### src/rtl/spi_fifo_pkg.sv
`timescale 1ns/1ps
package spi_fifo_pkg;
  // Per-cycle strobes from the sequencing control to the datapath.
  typedef struct packed {
    logic loadWord;   // pop tx FIFO head into the shifter
    logic sampleBit;  // capture MISO (SCK rising)
    logic shiftBit;   // advance MOSI (SCK falling)
    logic wordDone;   // last falling edge of a word
    logic txStarved;  // word finished with tx enabled and FIFO empty
    logic abort;      // drop the word in flight
  } spiStrobe_t;
endpackage

### src/rtl/spi_fifo.sv
`timescale 1ns/1ps
module spi_fifo #(
  parameter int W = 16,
  parameter int DEPTH = 16,
  localparam int PTR_W = $clog2(DEPTH),
  localparam int CNT_W = $clog2(DEPTH + 1)
) (
  input  logic             clk,
  input  logic             rstN,
  input  logic             clr,
  input  logic             push,
  input  logic             pop,
  input  logic [W-1:0]     din,
  output logic [W-1:0]     head,
  output logic [CNT_W-1:0] count,
  output logic             full,
  output logic             empty
);
  logic [W-1:0]     mem [DEPTH];
  logic [PTR_W-1:0] wrPtr, rdPtr;
  logic             doPush, doPop;

  assign full   = (count == CNT_W'(DEPTH));
  assign empty  = (count == '0);
  assign doPush = push && !full;
  assign doPop  = pop && !empty;
  assign head   = mem[rdPtr];

  function automatic logic [PTR_W-1:0] nextPtr(input logic [PTR_W-1:0] p);
    return (p == PTR_W'(DEPTH - 1)) ? '0 : p + PTR_W'(1);
  endfunction

  always_ff @(posedge clk) begin
    if (doPush) mem[wrPtr] <= din;
  end

  always_ff @(posedge clk or negedge rstN) begin
    if (!rstN) begin
      wrPtr <= '0;
      rdPtr <= '0;
      count <= '0;
    end else if (clr) begin
      wrPtr <= '0;
      rdPtr <= '0;
      count <= '0;
    end else begin
      if (doPush) wrPtr <= nextPtr(wrPtr);
      if (doPop)  rdPtr <= nextPtr(rdPtr);
      case ({doPush, doPop})
        2'b10:   count <= count + CNT_W'(1);
        2'b01:   count <= count - CNT_W'(1);
        default: count <= count;
      endcase
    end
  end
endmodule

### src/rtl/spi_ctrl.sv
`timescale 1ns/1ps
module spi_ctrl import spi_fifo_pkg::*; #(
  parameter int PRE_W = 5,
  parameter int DIV_W = 3,
  parameter int LEN_W = 4,
  localparam int CNT_W = PRE_W + (1 << DIV_W)
) (
  input  logic             clk,
  input  logic             rstN,
  input  logic             sckEn,
  input  logic             frameEn,
  input  logic             txEn,
  input  logic [PRE_W-1:0] prescale,
  input  logic [DIV_W-1:0] divSel,
  input  logic [LEN_W-1:0] lenM1,
  input  logic             baudRst,
  input  logic             abortIn,
  input  logic             txFifoEmpty,
  output spiStrobe_t       strobe,
  output logic             sck,
  output logic             busy
);
  logic [CNT_W-1:0] baudCnt, baudLimit;
  logic [LEN_W-1:0] bitCnt;
  logic             tick, canStart, lastBit;

  // Half-period length: (prescale+1) << divSel clocks.
  assign baudLimit = (CNT_W'(prescale) + CNT_W'(1)) << divSel;
  assign tick      = sckEn && !baudRst && (baudCnt == baudLimit - CNT_W'(1));
  assign canStart  = sckEn && frameEn && txEn && !txFifoEmpty;
  assign lastBit   = (bitCnt == lenM1);

  always_ff @(posedge clk or negedge rstN) begin
    if (!rstN)                        baudCnt <= '0;
    else if (baudRst || !sckEn || tick) baudCnt <= '0;
    else                              baudCnt <= baudCnt + CNT_W'(1);
  end

  always_comb begin
    strobe       = '0;
    strobe.abort = abortIn;
    if (tick && !abortIn) begin
      if (!busy) begin
        strobe.loadWord = canStart;
      end else if (!sck) begin
        strobe.sampleBit = 1'b1;
      end else if (lastBit) begin
        strobe.wordDone  = 1'b1;
        strobe.loadWord  = canStart;
        strobe.txStarved = txEn && txFifoEmpty;
      end else begin
        strobe.shiftBit = 1'b1;
      end
    end
  end

  always_ff @(posedge clk or negedge rstN) begin
    if (!rstN) begin
      busy   <= 1'b0;
      sck    <= 1'b0;
      bitCnt <= '0;
    end else if (abortIn) begin
      busy   <= 1'b0;
      sck    <= 1'b0;
      bitCnt <= '0;
    end else if (tick) begin
      if (!busy) begin
        busy   <= canStart;
        sck    <= 1'b0;
        bitCnt <= '0;
      end else if (!sck) begin
        sck <= 1'b1;
      end else begin
        sck <= 1'b0;
        if (lastBit) begin
          bitCnt <= '0;
          busy   <= canStart;
        end else begin
          bitCnt <= bitCnt + LEN_W'(1);
        end
      end
    end
  end
endmodule

### src/rtl/spi_dpath.sv
`timescale 1ns/1ps
module spi_dpath import spi_fifo_pkg::*; #(
  parameter int DATA_W = 16,
  parameter int DEPTH  = 16,
  parameter int LEN_W  = 4,
  parameter int THR_W  = 4,
  localparam int CNT_W = $clog2(DEPTH + 1)
) (
  input  logic              clk,
  input  logic              rstN,
  input  spiStrobe_t        strobe,
  input  logic              busy,
  input  logic [LEN_W-1:0]  lenM1,
  input  logic              rxEn,
  input  logic              txRst,
  input  logic              rxRst,
  input  logic [THR_W-1:0]  txThresh,
  input  logic [THR_W-1:0]  rxThresh,
  input  logic              underIntEn,
  input  logic              txWrite,
  input  logic [DATA_W-1:0] txData,
  input  logic              rxRead,
  input  logic              miso,
  output logic              mosi,
  output logic [DATA_W-1:0] rxData,
  output logic              txReq,
  output logic              rxReq,
  output logic              txEmpty,
  output logic              txFifoEmpty,
  output logic              errFlag,
  output logic              underIrq
);
  logic [DATA_W-1:0] txHead, rxHead, txShift, rxShift, lenMask, rxWord;
  logic [CNT_W-1:0]  txCount, rxCount;
  logic              txFull, rxFull, rxFifoEmpty, rxPush, rxOverflow;
  logic              txWrFull, rxRdEmpty;

  spi_fifo #(.W(DATA_W), .DEPTH(DEPTH)) uTxFifo (
    .clk(clk), .rstN(rstN), .clr(txRst), .push(txWrite), .pop(strobe.loadWord),
    .din(txData), .head(txHead), .count(txCount), .full(txFull), .empty(txFifoEmpty));

  spi_fifo #(.W(DATA_W), .DEPTH(DEPTH)) uRxFifo (
    .clk(clk), .rstN(rstN), .clr(rxRst), .push(rxPush), .pop(rxRead),
    .din(rxWord), .head(rxHead), .count(rxCount), .full(rxFull), .empty(rxFifoEmpty));

  always_comb begin
    for (int i = 0; i < DATA_W; i++) lenMask[i] = (i <= int'(lenM1));
  end

  assign rxWord     = rxShift & lenMask;
  assign rxPush     = strobe.wordDone && rxEn && !rxRst;
  assign rxOverflow = rxPush && rxFull;
  assign txWrFull   = txWrite && txFull && !txRst;
  assign rxRdEmpty  = rxRead && rxFifoEmpty;
  assign mosi       = txShift[DATA_W-1];

  assign txReq   = (txCount <= CNT_W'(txThresh));
  assign rxReq   = (rxCount > CNT_W'(rxThresh));
  assign txEmpty = txFifoEmpty && !busy;

  // Transmit shifter: word left-aligned so MSB of the active length leads.
  always_ff @(posedge clk or negedge rstN) begin
    if (!rstN)                  txShift <= '0;
    else if (strobe.abort)      txShift <= '0;
    else if (strobe.loadWord)   txShift <= txHead << (LEN_W'(DATA_W - 1) - lenM1);
    else if (strobe.wordDone)   txShift <= '0;
    else if (strobe.shiftBit)   txShift <= txShift << 1;
  end

  always_ff @(posedge clk or negedge rstN) begin
    if (!rstN)                  rxShift <= '0;
    else if (strobe.abort)      rxShift <= '0;
    else if (strobe.sampleBit)  rxShift <= {rxShift[DATA_W-2:0], miso};
  end

  always_ff @(posedge clk or negedge rstN) begin
    if (!rstN)                          rxData <= '0;
    else if (rxRead && !rxFifoEmpty)    rxData <= rxHead;
  end

  always_ff @(posedge clk or negedge rstN) begin
    if (!rstN)                                     errFlag <= 1'b0;
    else if (rxRst)                                errFlag <= 1'b0;
    else if (txWrFull || rxRdEmpty || rxOverflow)  errFlag <= 1'b1;
  end

  always_ff @(posedge clk or negedge rstN) begin
    if (!rstN)                                   underIrq <= 1'b0;
    else if (txRst)                              underIrq <= 1'b0;
    else if (strobe.txStarved && underIntEn)     underIrq <= 1'b1;
  end
endmodule

### src/rtl/spi_fifo_master.sv
`timescale 1ns/1ps
module spi_fifo_master import spi_fifo_pkg::*; #(
  parameter int DATA_W     = 16,
  parameter int FIFO_DEPTH = 16,
  parameter int PRE_W      = 5,
  parameter int DIV_W      = 3,
  parameter int MIN_BITS   = 8,
  localparam int LEN_W     = $clog2(DATA_W),
  localparam int THR_W     = $clog2(FIFO_DEPTH)
) (
  input  logic              clk,
  input  logic              rstN,
  input  logic              cfgSckEn,
  input  logic              cfgFrameEn,
  input  logic              cfgTxEn,
  input  logic              cfgRxEn,
  input  logic [PRE_W-1:0]  cfgPrescale,
  input  logic [DIV_W-1:0]  cfgDivSel,
  input  logic [LEN_W-1:0]  cfgWordLen,
  input  logic [THR_W-1:0]  cfgTxThresh,
  input  logic [THR_W-1:0]  cfgRxThresh,
  input  logic              cfgUnderIntEn,
  input  logic              txRst,
  input  logic              rxRst,
  input  logic              txWrite,
  input  logic [DATA_W-1:0] txData,
  input  logic              rxRead,
  output logic [DATA_W-1:0] rxData,
  output logic              txReq,
  output logic              rxReq,
  output logic              txEmpty,
  output logic              errFlag,
  output logic              underIrq,
  output logic              spiSck,
  output logic              spiSsN,
  output logic              spiMosi,
  input  logic              spiMiso
);
  spiStrobe_t       strobe;
  logic             busy, txFifoEmpty;
  logic [LEN_W-1:0] lenM1;

  assign lenM1  = (cfgWordLen < LEN_W'(MIN_BITS - 1)) ? LEN_W'(MIN_BITS - 1) : cfgWordLen;
  assign spiSsN = !busy;

  spi_ctrl #(.PRE_W(PRE_W), .DIV_W(DIV_W), .LEN_W(LEN_W)) uCtrl (
    .clk(clk), .rstN(rstN), .sckEn(cfgSckEn), .frameEn(cfgFrameEn), .txEn(cfgTxEn),
    .prescale(cfgPrescale), .divSel(cfgDivSel), .lenM1(lenM1),
    .baudRst(txRst || rxRst), .abortIn(txRst || !cfgFrameEn),
    .txFifoEmpty(txFifoEmpty), .strobe(strobe), .sck(spiSck), .busy(busy));

  spi_dpath #(.DATA_W(DATA_W), .DEPTH(FIFO_DEPTH), .LEN_W(LEN_W), .THR_W(THR_W)) uDpath (
    .clk(clk), .rstN(rstN), .strobe(strobe), .busy(busy), .lenM1(lenM1), .rxEn(cfgRxEn),
    .txRst(txRst), .rxRst(rxRst), .txThresh(cfgTxThresh), .rxThresh(cfgRxThresh),
    .underIntEn(cfgUnderIntEn), .txWrite(txWrite), .txData(txData), .rxRead(rxRead),
    .miso(spiMiso), .mosi(spiMosi), .rxData(rxData), .txReq(txReq), .rxReq(rxReq),
    .txEmpty(txEmpty), .txFifoEmpty(txFifoEmpty), .errFlag(errFlag), .underIrq(underIrq));
endmodule

### config.mk
export PLATFORM = sky130hd
export DESIGN_NAME = spi_fifo_master
export DESIGN_NICKNAME = d
export VERILOG_FILES = /design/src/rtl/spi_fifo_pkg.sv /design/src/rtl/spi_fifo.sv /design/src/rtl/spi_ctrl.sv /design/src/rtl/spi_dpath.sv /design/src/rtl/spi_fifo_master.sv
export SDC_FILE = /design/constraint.sdc
export NUM_CORES = 1
export LEC_CHECK = 0
export BUFFER_PORTS_ARGS = -buffer_cell sky130_fd_sc_hd__buf_2
export CORE_ASPECT_RATIO = 1.4
export CORE_UTILIZATION = 25
export DETAILED_ROUTE_END_ITERATION = 16
export GPL_ROUTABILITY_DRIVEN = 0
export RECOVER_POWER = 25
export SYNTH_ARGS = -nofsm -noshare
export SYNTH_HDL_FRONTEND = slang
export SYNTH_HIERARCHICAL = 1
export SYNTH_SLANG_ARGS = --single-unit
### constraint.sdc
create_clock -name clk -period 6.9 [get_ports clk]
set_input_delay 0 -clock clk [delete_from_list [all_inputs] [get_ports clk]]
set_output_delay 0 -clock clk [all_outputs]
set_load 0.02 [all_outputs]
== Word-level counts from Yosys, hierarchy flattened ==
Memory sizes are Yosys's and may differ from the RTL's. A register that Yosys moved wholly into a read port is not among the register bits.
Cells that the tools add are included.

* Bits in registers: 79
* Latch bits: 0
* RAM bits: 512
* Bits in read-only memories: 0
* Output and inout port bits: 24
* Memories: 2

{| class="wikitable"
|+ Memory list
! memory !! depth !! bits a word !! read ports !! clocked after Yosys merged registers in !! wr ports !! line !! text
|-
| uDpath.uRxFifo.mem || 16 || 16 || 1 || 1 || 1 || spi_fifo.sv:19 || <nowiki>logic [W-1:0] mem [DEPTH];</nowiki>
|-
| uDpath.uTxFifo.mem || 16 || 16 || 1 || 0 || 1 || spi_fifo.sv:19 ||
|}

* Add/sub/neg operators: 13
* Multipliers: 0
* Div/mod/pow operators: 0
* Magnitude comparators: 18
* Eq/ne operators: 13
* Shift-type cells: 2
* Muxes and demuxes: 54
* Bitwise logic cells: 1
* Reduce and logical (&&, ||, !) cells: 51

{| class="wikitable"
|+ Operators by type and width
! kind !! count
|-
| $mux W16 || 6
|-
| $mux W4 || 19
|-
| $le A4 B4 Y1 const A || 8
|-
| $mux W1 || 21
|-
| $add A4 B1 Y4 const B || 5
|-
| $pmux W5 S2 || 2
|-
| $logic_and A1 B1 Y1 || 19
|-
| $and A16 B16 Y16 || 1
|-
| $eq A4 B4 Y1 const B || 4
|-
| $le A3 B4 Y1 const A || 4
|-
| $reduce_bool A2 Y1 || 8
|-
| $shl A16 B4 Y16 || 1
|-
| $mux W5 || 3
|-
| $add A13 B1 Y13 const B || 1
|-
| $eq A13 B13 Y1 || 1
|-
| $mux W13 || 1
|-
| $shl A13 B3 Y13 || 1
|-
| $sub A13 B1 Y13 const B || 1
|-
| $logic_not A1 Y1 || 12
|-
| $add A5 B1 Y5 const B || 2
|-
| $eq A5 B5 Y1 const B || 2
|-
| $logic_not A5 Y1 || 2
|-
| $sub A5 B1 Y5 const B || 2
|-
| $le A2 B4 Y1 const A || 2
|-
| 16 further kinds || 24
|}

== Longest topological paths before layout ==
* Depth after elaboration: 13
* Mapped depth: 26
* Gate-level depth less buffers: 22

== By module ==
The synthesis kept the hierarchy.

{| class="wikitable"
|+ By module, submodules not included
! module !! instances !! cells an instance !! area an instance (µm²) !! seq. area each (µm²)
|-
| spi_fifo (uDpath.uTxFifo) || 1 || 492 || 10,700.3 || 8,012.7
|-
| spi_fifo (uDpath.uRxFifo) || 1 || 484 || 10,661.5 || 8,012.7
|-
| spi_dpath || 1 || 304 || 3,145.5 || 1,251.2
|-
| spi_ctrl || 1 || 325 || 2,541.2 || 475.5
|-
| spi_fifo_master || 1 || 7 || 38.8 || 0.0
|}

== Worst setup path before layout ==
OpenSTA, ideal clock, no wires.

* Path type: input port to flip-flop
* Start: in cfgDivSel[0]
* End: mem uDpath.uRxFifo.mem[0][0], enable pin
* Setup time: 0.409 ns
* Arrival time: 5.186 ns
* Data required time: 6.491 ns
* Setup slack: 1.305 ns
* Stages on the path: 19
* Path buffers: 6
* Cell sequence: buf_2 > buf_2 > buf_2 > or4_1 > ha_1 > buf_1 > nor2b_1 > a41o_1 > nor3b_1 > a31o_2 > nand4_1 > or4_1 > clkbuf_1 > nor4_1 > buf_2 > and3b_1 > a21boi_1 > nand2_1 > nor3_1

{| class="wikitable"
|+ RTL lines
! what !! line !! text
|-
| start, declared || spi_fifo_master.sv:18 || <nowiki>input logic [DIV_W-1:0] cfgDivSel,</nowiki>
|-
| end, declared || spi_fifo.sv:19 ||
|}

==> impl_metrics.toml <==
[run_status]
status = "complete, but fails checks"
violations = "max-capacitance violations, max-slew violations"

[setup_path]
worstPathArrival_ps = 5600
rrSetupSlack_ps = 2210
end_kind = "flip-flop"
reg2reg_to = "uDpath/uRxFifo/count[4]"
path_max_fanout = 15
cp.required_ps = 7410
critPathKind = "in -> reg"
r2r-start = "uCtrl/baudCnt[10]"
reg2reg_depth = 19
cp-start-kind = "input pin"

[detailed_routing]
ant_nets = 0
wl_per_cell_microns = 19.0
drc_errors = 0
drtIter0Drc = 1381
dr.pass1.iters = 6
num_vias = 14900
viasPerCell = 4.63
finalWirelength_microns = 61000

[timing]
drv_slew = 65
hold_viol_final = 0
fmax_mhz = 196
setup_viol = 0
setup_tns_ps = 0
setup_slack_ps = 1810
finClkSkew_ps = 27.3
slew_headroom_pct = -31.9
grt_setup_unrepaired = "false"
finalCritPeriodShare_pct = 73.8
fin_crit_ps = 5090
worstMarginPinSlew_ps = 1980

[floorplan]
die_y_microns = 391
initial_core_util_pct = 25.3
die_w_microns = 280
io_pins = 72
core_area_sq_um = 107000
fp-row-count = 142
die_area_sq_um = 110000

[global_routing]
first_global_vias = 15400
track_usage_pct = 11.1
grt.overflow.total = 0
antenna_found_initial = 7
grt_pass1_wl_microns = 93400
grt_max_degree = 69

[placement]
pre_cts_ws_ps = 1320
port_buffers = 71
hpwl_microns = 39200

[yosys]
yosys_warnings = 6
synth_ff_type = "edfxtp_1"
syn_nets = 1686
yosysTopAreaCell = "edfxtp_1"
yosysMostFrequentCell = "edfxtp_1"
postSynthAreaPerCell_sq_um = 16.8
async_flop_share_pct = 15.7
ys_ff_latch = 607
synth-edff-count = 512
synthTopCellsByArea = "edfxtp_1 (57%), mux4_2 (13%), dfrtp_1 (8.8%)"
synth_common_cells = "edfxtp_1 (512), mux4_2 (160), nor2_1 (102)"
synth_top_area_share_pct = 56.8
seq_area_frac_synth_pct = 65.5
syn_inst = 1612
synth_area_sq_um = 27100
ys_types = 100

[final_layout]
seq_area_sq_um = 17800
nets = 1797
drive_gt1_share_pct = 24.6
fillCellCount = 10600
multi_input_area_sq_um = 8740
syn_to_final_growth_pct = 15.7

[power_and_ir_drop]
pwr_density_cell_nw_per_um2 = 237
p_total_uw = 7440
peakVddDrop_mv = 0.213
p_leak_uw = 0.00963

[clock_network]
tritoncts = "done"
cts_htree_levels = 2
cts_max_path_buffers = 3
cts_root_buf = "clkbuf_16"
post_cts_buffers = 0
clk-insertion-delay-late_ps = 650
cts_inserted_buffers = 60
cts_num_sinks = 607
clk_pin_slew_worst_paths_ps = 60

[run]
cap_violations = 2

[hold_path]
holdCritPathClass = "in -> reg"
hold_end = "uDpath/txShift[1]"
min_from = "cfgWordLen[1]"
hold_path_depth = 5
-- stage by stage --
stage | area (sq um) | util, % | hold WS, ps | std cells
2_1_floorplan | 27100 | - | -296 | 1612
3_3_place_gp | 29100 | 27.2 | -11.3 | 3067
3_5_place_dp | 29100 | 27.2 | 8.85 | 3067
4_1_cts | 31400 | 29.3 | 47.6 | 3210
5_1_grt | 31300 | 29.3 | 127 | 3213
6_report | 31300 | 29.3 | 122 | 3213
-- area by class of cell --
cell class,instances,area share (%)
Antenna cell,3,0.0239
Clock buffer,73,4.95
Clock inverter,36,1.08
Inverter,33,0.403
Multi-Input combinational cell,868,27.9
Sequential cell,607,56.7
Tap cell,1440,5.75
Timing Repair Buffer,153,3.27
-- critical path: stages --
cell and delay, ps:
buf_2 230, ha_1 400, and3_1 320, xnor2_1 80
a211oi_1 680, mux2i_1 210, xnor2_1 450, o211ai_1 150
or4_1 690, nor4_1 300, buf_4 220, and3b_1 370
o41ai_2 190, o211ai_4 160, xnor2_1 110, ha_1 240
o31a_2 310, o21ai_0 220, mux2_4 190, nand4_1 80
-- sequential cells by signal, summed over array words and instances, names as in the netlist --
name                  cells
uDpath/errFlag            1
uDpath/uTxFifo/rdPtr      4
uCtrl/baudCnt            13
uDpath/rxData            16
uDpath/uRxFifo/mem      256
uCtrl/sck                 1
uDpath/uTxFifo/count      5
uDpath/rxShift           16
uDpath/uTxFifo/wrPtr      4
uCtrl/busy                1
uDpath/uRxFifo/wrPtr      4
uDpath/underIrq           1
uCtrl/bitCnt              4
uDpath/uTxFifo/mem      256
uDpath/txShift           16
uDpath/uRxFifo/count      5
uDpath/uRxFifo/rdPtr      4
-- what timing repair did --
action                    in CTS  in global routing
hold endpoints to repair     343                  0
hold buffers                  34                  0
resized for setup              0                  0
-- cell usage in the layout, fill, tap and decap left out, types with 16 or more instances in the layout --
cell | Yosys | final
xor2_1 | 21 | 21
clkbuf_16 | 0 | 60
nand2_1 | 46 | 46
edfxtp_1 | 512 | 512
nor2b_1 | 21 | 20
mux4_2 | 160 | 160
nor2_1 | 102 | 90
mux2i_1 | 60 | 60
a21oi_1 | 45 | 45
inv_1 | 31 | 31
buf_4 | 4 | 47
ha_1 | 26 | 26
buf_2 | 34 | 53
nand2b_1 | 25 | 25
clkbuf_1 | 44 | 33
dfrtp_1 | 95 | 90
mux2_2 | 27 | 27
nand3_1 | 16 | 16
o21ai_0 | 40 | 40
dlygate4sd3_1 | 0 | 33
-- layer usage --
layer	GRT usage [%]	part of all wire (%)	vias up
li1	-	-	6705
met5	0	0.072	-
met2	20.3	53	407
met1	13.2	40	7658
met3	1.68	4.4	104
met4	3.32	2.3	8
-- worst max-delay path by stage --
stage / start / to / slack [ps] / cells after the start
floorplan: cfgDivSel[0] / uDpath/uRxFifo/mem[0][0] / 1300 / 19
global route: cfgPrescale[0] / uDpath/uRxFifo/count[4] / 1430 / 20
finish: cfgPrescale[0] / uDpath/uRxFifo/count[4] / 1810 / 20
CTS: cfgPrescale[0] / uDpath/uRxFifo/count[4] / 1970 / 20
detailed placement: cfgPrescale[0] / uDpath/uRxFifo/count[4] / 1320 / 20
global placement: cfgPrescale[0] / uDpath/uRxFifo/mem[1][15] / 1440 / 17
-- power breakdown --
part           total (uW)  switching, uW  internal [uW]
registers            3980           9.85           3970
logic                 340            219            120
clock network        3120           1370           1750
-- logic make-up (layout without fill, tap and decap cells) --
logic type | count (synthesis) | after routing | share of synthesized area, %
flip-flops | 607 | 607 | 65.5
other | 0 | 3 | 0
buffers and inverters | 137 | 295 | 2.55
multiplexers | 254 | 254 | 17.1
adder cells (fa/ha/maj) | 26 | 26 | 1.20
AO/OA/AOI/OAI | 218 | 218 | 5.93
XOR/XNOR | 35 | 35 | 1.16
AND/OR/NAND/NOR | 335 | 335 | 6.57
No activity file was read; power rests on OpenSTA's default activity.
